--- src/rtl/scr_pkg.sv ---
package scr_pkg;
  // Stored bit i is bit 2 of (i*mul + add).
  function automatic logic pattern_bit(int unsigned idx, int unsigned mul,
                                       int unsigned add);
    int unsigned v;
    v = idx * mul + add;
    return v[2];
  endfunction
endpackage

--- src/rtl/scr_pin_decode.sv ---
module scr_pin_decode #(
  parameter bit RST_ACTIVE_HIGH = 1'b1
) (
  input  logic ce_n,
  input  logic rst_oe,
  output logic in_reset,
  output logic enabled
);
  generate
    if (RST_ACTIVE_HIGH) begin : g_hi
      assign in_reset = rst_oe;
    end else begin : g_lo
      assign in_reset = ~rst_oe;
    end
  endgenerate

  assign enabled = ~in_reset & ~ce_n;
endmodule

--- src/rtl/scr_addr_ctr.sv ---
module scr_addr_ctr #(
  parameter int DEPTH = 256,
  localparam int AW = (DEPTH > 1) ? $clog2(DEPTH) : 1
) (
  input  logic          clk,
  input  logic          in_reset,
  input  logic          enabled,
  output logic [AW-1:0] addr,
  output logic          spent,
  output logic          at_last
);
  localparam logic [AW-1:0] LAST = AW'(DEPTH - 1);

  assign at_last = (addr == LAST) && !spent;

  always_ff @(posedge clk) begin
    if (in_reset) begin
      addr  <= '0;
      spent <= 1'b0;
    end else if (enabled && !spent) begin
      if (addr == LAST) spent <= 1'b1;
      else              addr  <= addr + 1'b1;
    end
  end

  // reset brings the counter home
  p_reset_home_r1: assert property (@(posedge clk)
    in_reset |=> (addr == '0) && !spent);

  // a disabled unit keeps its position
  p_hold_disabled_r5: assert property (@(posedge clk) disable iff (in_reset)
    !enabled |=> $stable(addr) && $stable(spent));

  // once spent, the counter never wraps
  p_saturate_r7: assert property (@(posedge clk) disable iff (in_reset)
    spent |=> spent && $stable(addr));
endmodule

--- src/rtl/scr_bit_store.sv ---
module scr_bit_store #(
  parameter int DEPTH   = 256,
  parameter int PAT_MUL = 7,
  parameter int PAT_ADD = 0,
  localparam int AW = (DEPTH > 1) ? $clog2(DEPTH) : 1
) (
  input  logic          clk,
  input  logic          rd_en,
  input  logic [AW-1:0] addr,
  output logic          rd_bit
);
  import scr_pkg::*;

  logic rom [DEPTH];

  generate
    for (genvar i = 0; i < DEPTH; i++) begin : g_rom
      assign rom[i] = pattern_bit(i, PAT_MUL, PAT_ADD);
    end
  endgenerate

  always_ff @(posedge clk) begin
    if (rd_en) rd_bit <= rom[addr];
  end
endmodule

--- src/rtl/serial_cfg_rom.sv ---
module serial_cfg_rom #(
  parameter int DEPTH           = 256,
  parameter int PAT_MUL         = 7,
  parameter int PAT_ADD         = 0,
  parameter bit RST_ACTIVE_HIGH = 1'b1,
  localparam int AW = (DEPTH > 1) ? $clog2(DEPTH) : 1
) (
  input  logic clk,
  input  logic ce_n,
  input  logic rst_oe,
  output logic data_o,
  output logic data_oe,
  output logic ceo_n
);
  logic          in_reset, enabled, spent, at_last, raw_bit;
  logic [AW-1:0] addr;

  scr_pin_decode #(.RST_ACTIVE_HIGH(RST_ACTIVE_HIGH)) u_pins (
    .ce_n(ce_n), .rst_oe(rst_oe), .in_reset(in_reset), .enabled(enabled));

  scr_addr_ctr #(.DEPTH(DEPTH)) u_ctr (
    .clk(clk), .in_reset(in_reset), .enabled(enabled),
    .addr(addr), .spent(spent), .at_last(at_last));

  scr_bit_store #(.DEPTH(DEPTH), .PAT_MUL(PAT_MUL), .PAT_ADD(PAT_ADD)) u_rom (
    .clk(clk), .rd_en(enabled && !spent), .addr(addr), .rd_bit(raw_bit));

  always_ff @(posedge clk) begin
    if (in_reset || !enabled) begin
      data_oe <= 1'b0;
      ceo_n   <= 1'b1;
    end else begin
      data_oe <= !spent;
      ceo_n   <= !(spent || at_last);
    end
  end

  assign data_o = raw_bit & data_oe;

  // reset releases the line
  p_reset_release_r10: assert property (@(posedge clk)
    in_reset |=> !data_oe && ceo_n);

  // no drive after a disabled edge
  p_release_off_r5: assert property (@(posedge clk) disable iff (in_reset)
    ce_n |=> !data_oe);

  // spent unit stays silent and keeps cascade asserted
  p_spent_quiet_r7: assert property (@(posedge clk) disable iff (in_reset)
    (enabled && spent) |=> !data_oe && !ceo_n);

  // cascade never asserted together with drive except on the last bit
  p_ceo_last_r6: assert property (@(posedge clk) disable iff (in_reset)
    (enabled && !spent && !at_last) |=> ceo_n && data_oe);
endmodule

--- config.mk ---
export PLATFORM = sky130hd
export DESIGN_NAME = serial_cfg_rom
export DESIGN_NICKNAME = d
export VERILOG_FILES = /design/src/rtl/scr_pkg.sv /design/src/rtl/scr_pin_decode.sv /design/src/rtl/scr_addr_ctr.sv /design/src/rtl/scr_bit_store.sv /design/src/rtl/serial_cfg_rom.sv
export SDC_FILE = /design/constraint.sdc
export NUM_CORES = 1
export LEC_CHECK = 0
export ABC_AREA = 1
export BUFFER_PORTS_ARGS = -buffer_cell sky130_fd_sc_hd__buf_2
export CORE_AREA = 5 5 42 44
export DETAILED_ROUTE_END_ITERATION = 6
export DIE_AREA = 0 0 47 49
export PLACE_DENSITY = 0.72
export SYNTH_ARGS = -nofsm -noshare
export SYNTH_HDL_FRONTEND = slang
export SYNTH_SLANG_ARGS = --single-unit
--- constraint.sdc ---
create_clock -name clk -period 2.8 [get_ports clk]
set_clock_uncertainty 0.1 [all_clocks]
set_input_delay 0.28 -clock clk [delete_from_list [all_inputs] [get_ports clk]]
set_output_delay 0.28 -clock clk [all_outputs]
set_load 0.02 [all_outputs]
# == After elaboration in Yosys (flattened, before gate mapping) ==
# Memory sizes are Yosys's and may differ from the RTL's. A register that Yosys moved wholly into a read port is not among the register bits.
# Cells that the tools add are included.
# totals
register_bits,11
romBits,256
input_bits,3
out_inout_bits,3
wordCells,22
mem_count,1
# mem_list
name,words,word_bits,rd,rd_clocked_by_memory_dff,wr,line,rtl
(no name shown),256,1,1,1,0,scr_bit_store.sv:23,if (rd_en) rd_bit <= rom[addr];
# classes
n_addsub,1
n_eq_ne,1
bitwise,6
n_reduce_logical,9
# op_table
operator,count
8-bit inverter with 9-bit output,1
8-bit by 1-bit adder with 8-bit output (second input constant),1
8-bit == test (second input constant),1
2-bit AND reduction,2
1-bit logical NOT,3
1-bit inverter,3
1-bit bitwise AND,2
1-bit logical AND,2
1-bit logical OR,2

# == Depth between registers and ports, before layout ==
# Gate-level depths: netlist of run 1.
# logic_depth
word_depth,4
ltp_mapped,8

# == By module ==
# Synthesis of run 1 repeated with hierarchy kept, for this count alone.
# hier_totals
cells_unflattened,102
area_unflattened_um2,665.6
# modules_own_cells
module,instances,cells_each,area_per_inst_um2,seq_area_each_um2
scr_addr_ctr,1,81,523.0,180.2
serial_cfg_rom,1,13,81.3,40.0
scr_bit_store,1,6,50.0,30.0
scr_pin_decode,1,2,11.3,0.0

# == Least setup slack after synthesis of run 1 ==
# OpenSTA, ideal clock, no wires.
# synth_timing
kind,reg2reg
from,reg u_ctr.addr[0]
to,reg u_ctr.addr[3]
setup_time_ns,0.115
t_arrival_ns,1.057
required_ns,2.585
path_slack_ns,1.528
stages_incl_launch_ff,8
n_path_buf,1
period_less_slack_ns,1.272
cell_sequence,dfxtp_1 > ha_1 > nand2_2 > nor2_4 > nand2_2 > buf_6 > a21oi_1 > nor2_1
# synth_via
elab_chain_len,3
word_cells_on_any_way,4
# synth_rtl
element,line,rtl
start: declaration,scr_addr_ctr.sv:8,"output logic [AW-1:0] addr,"
start signal: assignment,scr_addr_ctr.sv:22,else addr <= addr + 1'b1;
"parallel branches: the longest is 3 deep, another holds 8-bit by 1-bit adder with 8-bit output",-,
# Several ways; the timed one is not identified.
# A chain may end at the register's enable or synchronous reset.

# == Final worst setup path of run 1 ==
# layout_timing
from,reg u_ctr.addr[0]
to,reg u_ctr.addr[5]
# The elaborated chain is that of the path after synthesis.

==> results of run 1 <==
-- where the power goes --
group | switching [W] | internal (W) | total [W]
registers | 0.00000205 | 0.000177 | 0.000179
logic | 0.0000155 | 0.00000838 | 0.0000239
clock network | 0.0000538 | 0.0000551 | 0.000109
total | 0.0000713 | 0.000240 | 0.000312
-- cell type report --
| cell class | count | area (sq um) | share of cell area [%] |
|---|---|---|---|
| Inverter | 10 | 37.5 | 5.45 |
| Sequential cell | 12 | 250 | 36.4 |
| Multi-Input combinational cell | 63 | 329 | 47.8 |
| Clock buffer | 4 | 26.3 | 3.82 |
| Tap cell | 16 | 20.0 | 2.91 |
| Timing Repair Buffer | 5 | 25.0 | 3.64 |
-- registers in the layout (all words and copies together), names as in the netlist --
signal,flops
data_oe,1
u_ctr.addr,8
u_rom.rd_bit,1
ceo_n,1
u_ctr.spent,1
-- cells by family (layout without fill, tap and decap cells) --
group | after synthesis | in the layout
AOI/OAI and AO/OA | 6 | 6
adders and majority gates | 3 | 3
buffers and inverters | 11 | 19
DFF | 12 | 12
and+or+nand+nor | 54 | 54
-- synth_stat cells --
library cell	instances	share of area, %
a31oi_1	1	1.0
nand2_2	4	4.0
nand3b_1	1	1.2
nor2_2	1	1.0
inv_2	1	0.60
buf_6	1	1.8
nand3_1	6	4.8
o22ai_1	1	1.0
nand2_1	22	13
nor2_4	1	1.8
nor2_1	16	9.6
a21oi_1	3	2.4
nand2_4	1	1.8
nor3_1	1	0.80
inv_1	9	5.4
ha_1	3	6.0
edfxtp_1	1	4.8
nor2_8	1	3.2
o21ai_0	1	0.80
dfxtp_1	11	35
-- final timing paths --
kind | endpoint | slack (ns) | from | depth (start not counted)
max | u_ctr.addr[5] | 1.41 | u_ctr.addr[0] | 8
min | ceo_n | 0.12 | ce_n | 3
max reg2reg | u_ctr.addr[5] | 1.41 | u_ctr.addr[0] | 8
min reg2reg | u_ctr.addr[4] | 0.39 | u_ctr.addr[4] | 2
-- metal layers --
| layer | share of wire [%] | routed length [um] | vias to the layer above |
|---|---|---|---|
| met5 | 0 | 0 | - |
| met4 | 1.9 | 19 | 0 |
| met3 | 6.6 | 65 | 2 |
| met2 | 49 | 483 | 12 |
| met1 | 42 | 413 | 221 |
| li1 | - | - | 285 |
-- stage by stage --
stage	hold WS [ns]	power (W)
6_report	0.119	0.000312
4_1_cts	0.116	0.000316
2_1_floorplan	0.249	0.000200
3_5_place_dp	0.386	0.000207
3_3_place_gp	0.383	0.000207
5_1_grt	0.128	0.000336
-- worst reg2reg max path, delay by kind of cell, from the launching register on --
family,cells,cell delay (ns)
adders and majority gates,1,0.20
and+or+nand+nor,7,0.61
DFF,1,0.37
==> metrics.txt, run 1 <==
placed cells 106; placer congestion estimate 0.835; total power per unit cell area 453 nW/um^2; Crit path arrival time 1.45 ns; Cells after Synth 86; Post-Layout Cell Count 110; GRT met1 Usage 14.0%; post-route ant nets 0; Setup crit end kind flop; # diodes 0; first-pass GRT wire length 1850 um; Yosys cell types 20; Yosys Warn Count 0; Bufs and invs on worst path 0; XOR/XNOR Fraction of Synth Area 0%; GR met3 Demand/Resource 5.54%; Tmin final 1.39 ns; Vias/cell 4.73; proportion of synthesized area in mux cells 0%; critical path class flop to flop; Post-CTS Hold Buffers 0; GRT met2 Usage 15.2%; RSZ-0062 raised after global routing no; GR Overflow Total 0; final core occ 49.1%; worst slew pin tran 0.270 ns; Final HPWL DP 772 um; htree depth 1; post-route cell area 688 sq um; largest net degree at the start of global routing 13; nets 101; CTS Root Cell clkbuf_4; largest family of logic cells by synthesized area simple AND/OR/NAND/NOR gates; pre-CTS WS 1.42 ns; slowest CP cell dfxtp_1; Critical Path, Cell by Cell ha_1 > nand2_2 > nor2_4 > nand2_2 > nand3_1 > nand2_1 > nand2_1 > nor2_1; CTS max path bufs 2; IO Port Bufs 5; Post-route DRC 0; DR vias 520; Final Max Tran Viols 0; static leakage 0.288 nW; most common cell after layout, fill and taps aside nand2_1; gr busiest metal met2; worst-path maximum fanout 12; Peak VDD IR 402 uV; Sink Count 12; register area share after synthesis 39.8%; hold crit path type input port to flop; io pins 6; antenna violations before repair 0; Final Hold Violating Endpoints 0; gr usage total 11.3%; syn_area_per_cell 7.30 sq um; worst skew pair latency 0.27 ns; area delta synth->final 9.56%; share of cells above drive strength 1 18.1%; most frequent cells in the layout 22 x nand2_1, 16 x nor2_1, 11 x dfxtp_1, 9 x inv_1, 6 x nand3_1; fin crit share 49.6%; status finished clean; area share of fa/ha/maj cells after synthesis 5.98%; max frequency 720 MHz; Post-Synth Simple-Gate Area 41.2%; DIE AREA 2300 sq um; cts bufs inserted 3; Initial Util 44.8%; final-layout fill cell count 146; initial drt markers 17; WL/cell 8.93 um; TritonRoute pass-1 iters 4; CP required 2.86 ns; num rows 14; post-CTS setup repair buffer count 0; Final WS setup 1.41 ns; max incr delay on CP 0.37 ns; Placed Area 662 sq um; vias in the first global route 453; Die H 49 um; Mapped Nets 92; Netlist Area Pre-Place 628 sq um; CTS tree built; drt total wl 982 um; critical path launch point type flop; die width 47 um; Yosys reg bits 12; final setup fails 0; Worst slew margin 81.9%; CP top delay family simple AND/OR/NAND/NOR gates; Synth Area in Compound Gates 5.18%; Placeable Area 1400 sq um; max-cap check violation count 0; PostCTS Resize Cnt 0; Fin Setup TNS 0 ns; clock slew at reported path FFs 0.08 ns
No activity file was read; power rests on OpenSTA's default activity.
==> run 2: changes to the inputs <==
--- a/config.mk
+++ b/config.mk
@@ -5,12 +5,12 @@
 export SDC_FILE = /design/constraint.sdc
 export NUM_CORES = 1
 export LEC_CHECK = 0
-export ABC_AREA = 1
+export ABC_AREA = 0
 export BUFFER_PORTS_ARGS = -buffer_cell sky130_fd_sc_hd__buf_2
 export CORE_AREA = 5 5 42 44
 export DETAILED_ROUTE_END_ITERATION = 6
 export DIE_AREA = 0 0 47 49
-export PLACE_DENSITY = 0.72
+export PLACE_DENSITY = 0.69
 export SYNTH_ARGS = -nofsm -noshare
 export SYNTH_HDL_FRONTEND = slang
 export SYNTH_SLANG_ARGS = --single-unit
==> constraint.sdc (replaced) <==
create_clock -name clk -period 1.12 [get_ports clk]
set_clock_uncertainty 0.1 [all_clocks]
set_input_delay 0.112 -clock clk [delete_from_list [all_inputs] [get_ports clk]]
set_output_delay 0.112 -clock clk [all_outputs]
set_load 0.02 [all_outputs]
==> run 2 against run 1 <==
The run now ends with negative setup slack left; flip-flop and latch count did not move; register-to-register slack worse by 1.9 ns; worst setup slack got worse by 1.9 ns; largest cell class unchanged; highest routed layer unchanged; combinational power rose to 3.6 times the previous value; critical path depth is 4 lower; die area unchanged; total power grew to 2.9 times the previous value; synthesized area decreased by 9.8%; via count grew 7.5%.
==> metrics.txt, run 2 <==
DR vias 559; Yosys Warn Count 0; Post-CTS Hold Buffers 0; Peak VDD IR 618 uV; Primary FF master, synth dfxtp_1; final core occ 63.4%; drt total wl 1500 um; count leader, synth dfxtp_1; Initial Util 40.4%; gr usage total 15.9%; area leader, netlist dfxtp_1; placer congestion estimate 0.751; Sink Count 12; first-pass GRT wire length 2550 um; GR Overflow Total 0; Placeable Area 1400 sq um; Final Hold Violating Endpoints 0; Vias/cell 5.22; Post-Layout Cell Count 107; worst-path maximum fanout 4; Final HPWL DP 948 um; IO Port Bufs 5; area delta synth->final 56.7%; fin crit share 145%; CTS Root Cell clkbuf_4; # diodes 0; Setup crit end kind flop; TritonRoute pass-1 iters 4; WHS 0.0539 ns; total power per unit cell area 1010 nW/um^2; initial drt markers 3; die width 47 um; Yosys cell types 24; post-route ant nets 0; Final WS setup -0.500 ns; Die H 49 um; top cell type's share of synthesized area 38.9%; Yosys reg bits 12; Mapped Nets 71; vias in the first global route 590; status finished with violations; most common cell after layout, fill and taps aside buf_4; critical path launch point type flop; CP required 1.25 ns; max FFs per register 8; antenna violations before repair 0; share of cells above drive strength 1 53.8%; Netlist Area Pre-Place 567 sq um; failing checks negative setup slack; final-layout fill cell count 108; Final Max Tran Viols 0; worst slew pin tran 0.255 ns; Crit path arrival time 1.75 ns; max frequency 617 MHz; register area share after synthesis 44.2%; Tmin final 1.62 ns; DIE AREA 2300 sq um; Worst slew margin 82.9%; htree depth 1; register bank with the most flops u_ctr.addr; most frequent cells in the layout 18 x buf_4, 8 x dfxtp_1, 7 x nor2_1, 4 x nand2_1, 4 x buf_2; clock slew at reported path FFs 0.08 ns; CTS tree built; CTS max path bufs 2; Post-synth EDFFs 1; RSZ-0062 raised after global routing yes; ys async rst share 0%; Post-route DRC 0; largest net degree at the start of global routing 11; nets 98; synth cell count leaders 11 x dfxtp_1, 8 x nor2_1, 5 x nand2_1, 5 x nor3_1; Cells after Synth 65; synth top area cells dfxtp_1 39%, ha_1 6.6%, mux2i_1 5.3%; io pins 6; syn_area_per_cell 8.72 sq um; post-route cell area 888 sq um; WL/cell 14.0 um; num rows 14; critical path class flop to flop; worst skew pair latency 0.29 ns; Placed Area 737 sq um; max-cap check violation count 0; hold crit path type input port to flop; final setup fails 12; static leakage 0.376 nW; placed cells 102; cts bufs inserted 3
run 2: power breakdown:
| group | internal (W) | switching (W) | total, W | leakage [nW] |
|---|---|---|---|---|
| combinational | 0.0000404 | 0.0000449 | 0.0000853 | 0.255 |
| clock | 0.000198 | 0.000167 | 0.000365 | 0.0210 |
| sequential | 0.000443 | 0.00000533 | 0.000448 | 0.100 |
run 2: per-layer routing:
| metal | GRT usage (%) | vias to the layer above | wire (um) |
|---|---|---|---|
| met4 | 9.22 | 0 | 38 |
| li1 | - | 280 | - |
| met3 | 5.90 | 5 | 62 |
| met5 | 0 | - | 0 |
| met2 | 25.6 | 8 | 806 |
| met1 | 16.7 | 266 | 590 |
run 2: area by class of cell:
cell class / count / area, sq um / area share, %
multi-input combinational: 47 / 383 / 43.1
sequential: 12 / 254 / 28.6
inverter: 4 / 17.5 / 1.97
timing repair buffer: 24 / 178 / 20.0
tap: 16 / 20.0 / 2.25
clock buffer: 4 / 36.3 / 4.08
run 2: logic make-up after synthesis:
kind of cell / after synthesis / share of synthesized area, %
xor gates and xnor gates: 1 / 1.55
AOI/OAI and AO/OA: 10 / 9.71
adders and majority gates: 3 / 6.62
buffers and inverters: 6 / 5.74
DFF: 12 / 44.2
and+or+nand+nor: 30 / 26.9
muxes: 3 / 5.30
run 2: worst paths after layout:
| check | slack [ns] | from | end | depth (start not counted) |
|---|---|---|---|---|
| worst min-delay path | 0.05 | ce_n | ceo_n | 4 |
| worst max register to register | -0.50 | u_ctr.spent | u_ctr.addr[5] | 4 |
| worst min register to register | 0.44 | u_ctr.addr[5] | u_ctr.addr[5] | 2 |
| worst max-delay path | -0.50 | u_ctr.spent | u_ctr.addr[5] | 4 |
run 2: what timing repair did:
item,4_1_cts,5_1_grt
pin swaps,4,2
setup endpoints to repair,13,13
buffers inserted,0,1
cloned,0,0
resized for setup,17,14
run 2: worst max-delay path, cell delays in order (launching register included):
cell and delay, ns:
dfxtp_2 0.32, or3_4 0.33, or2_4 0.26, or4_4 0.42
a21oi_2 0.14
run 2: through the flow:
stage | setup TNS [ns] | total power, W | worst slack, ns
6_report | -3.31 | 0.000899 | -0.500
5_1_grt | -4.24 | 0.000934 | -0.527
4_1_cts | -2.86 | 0.000890 | -0.496
3_5_place_dp | -3.57 | 0.000523 | -0.519
3_3_place_gp | -3.29 | 0.000519 | -0.466
2_1_floorplan | -2.85 | 0.000497 | -0.569
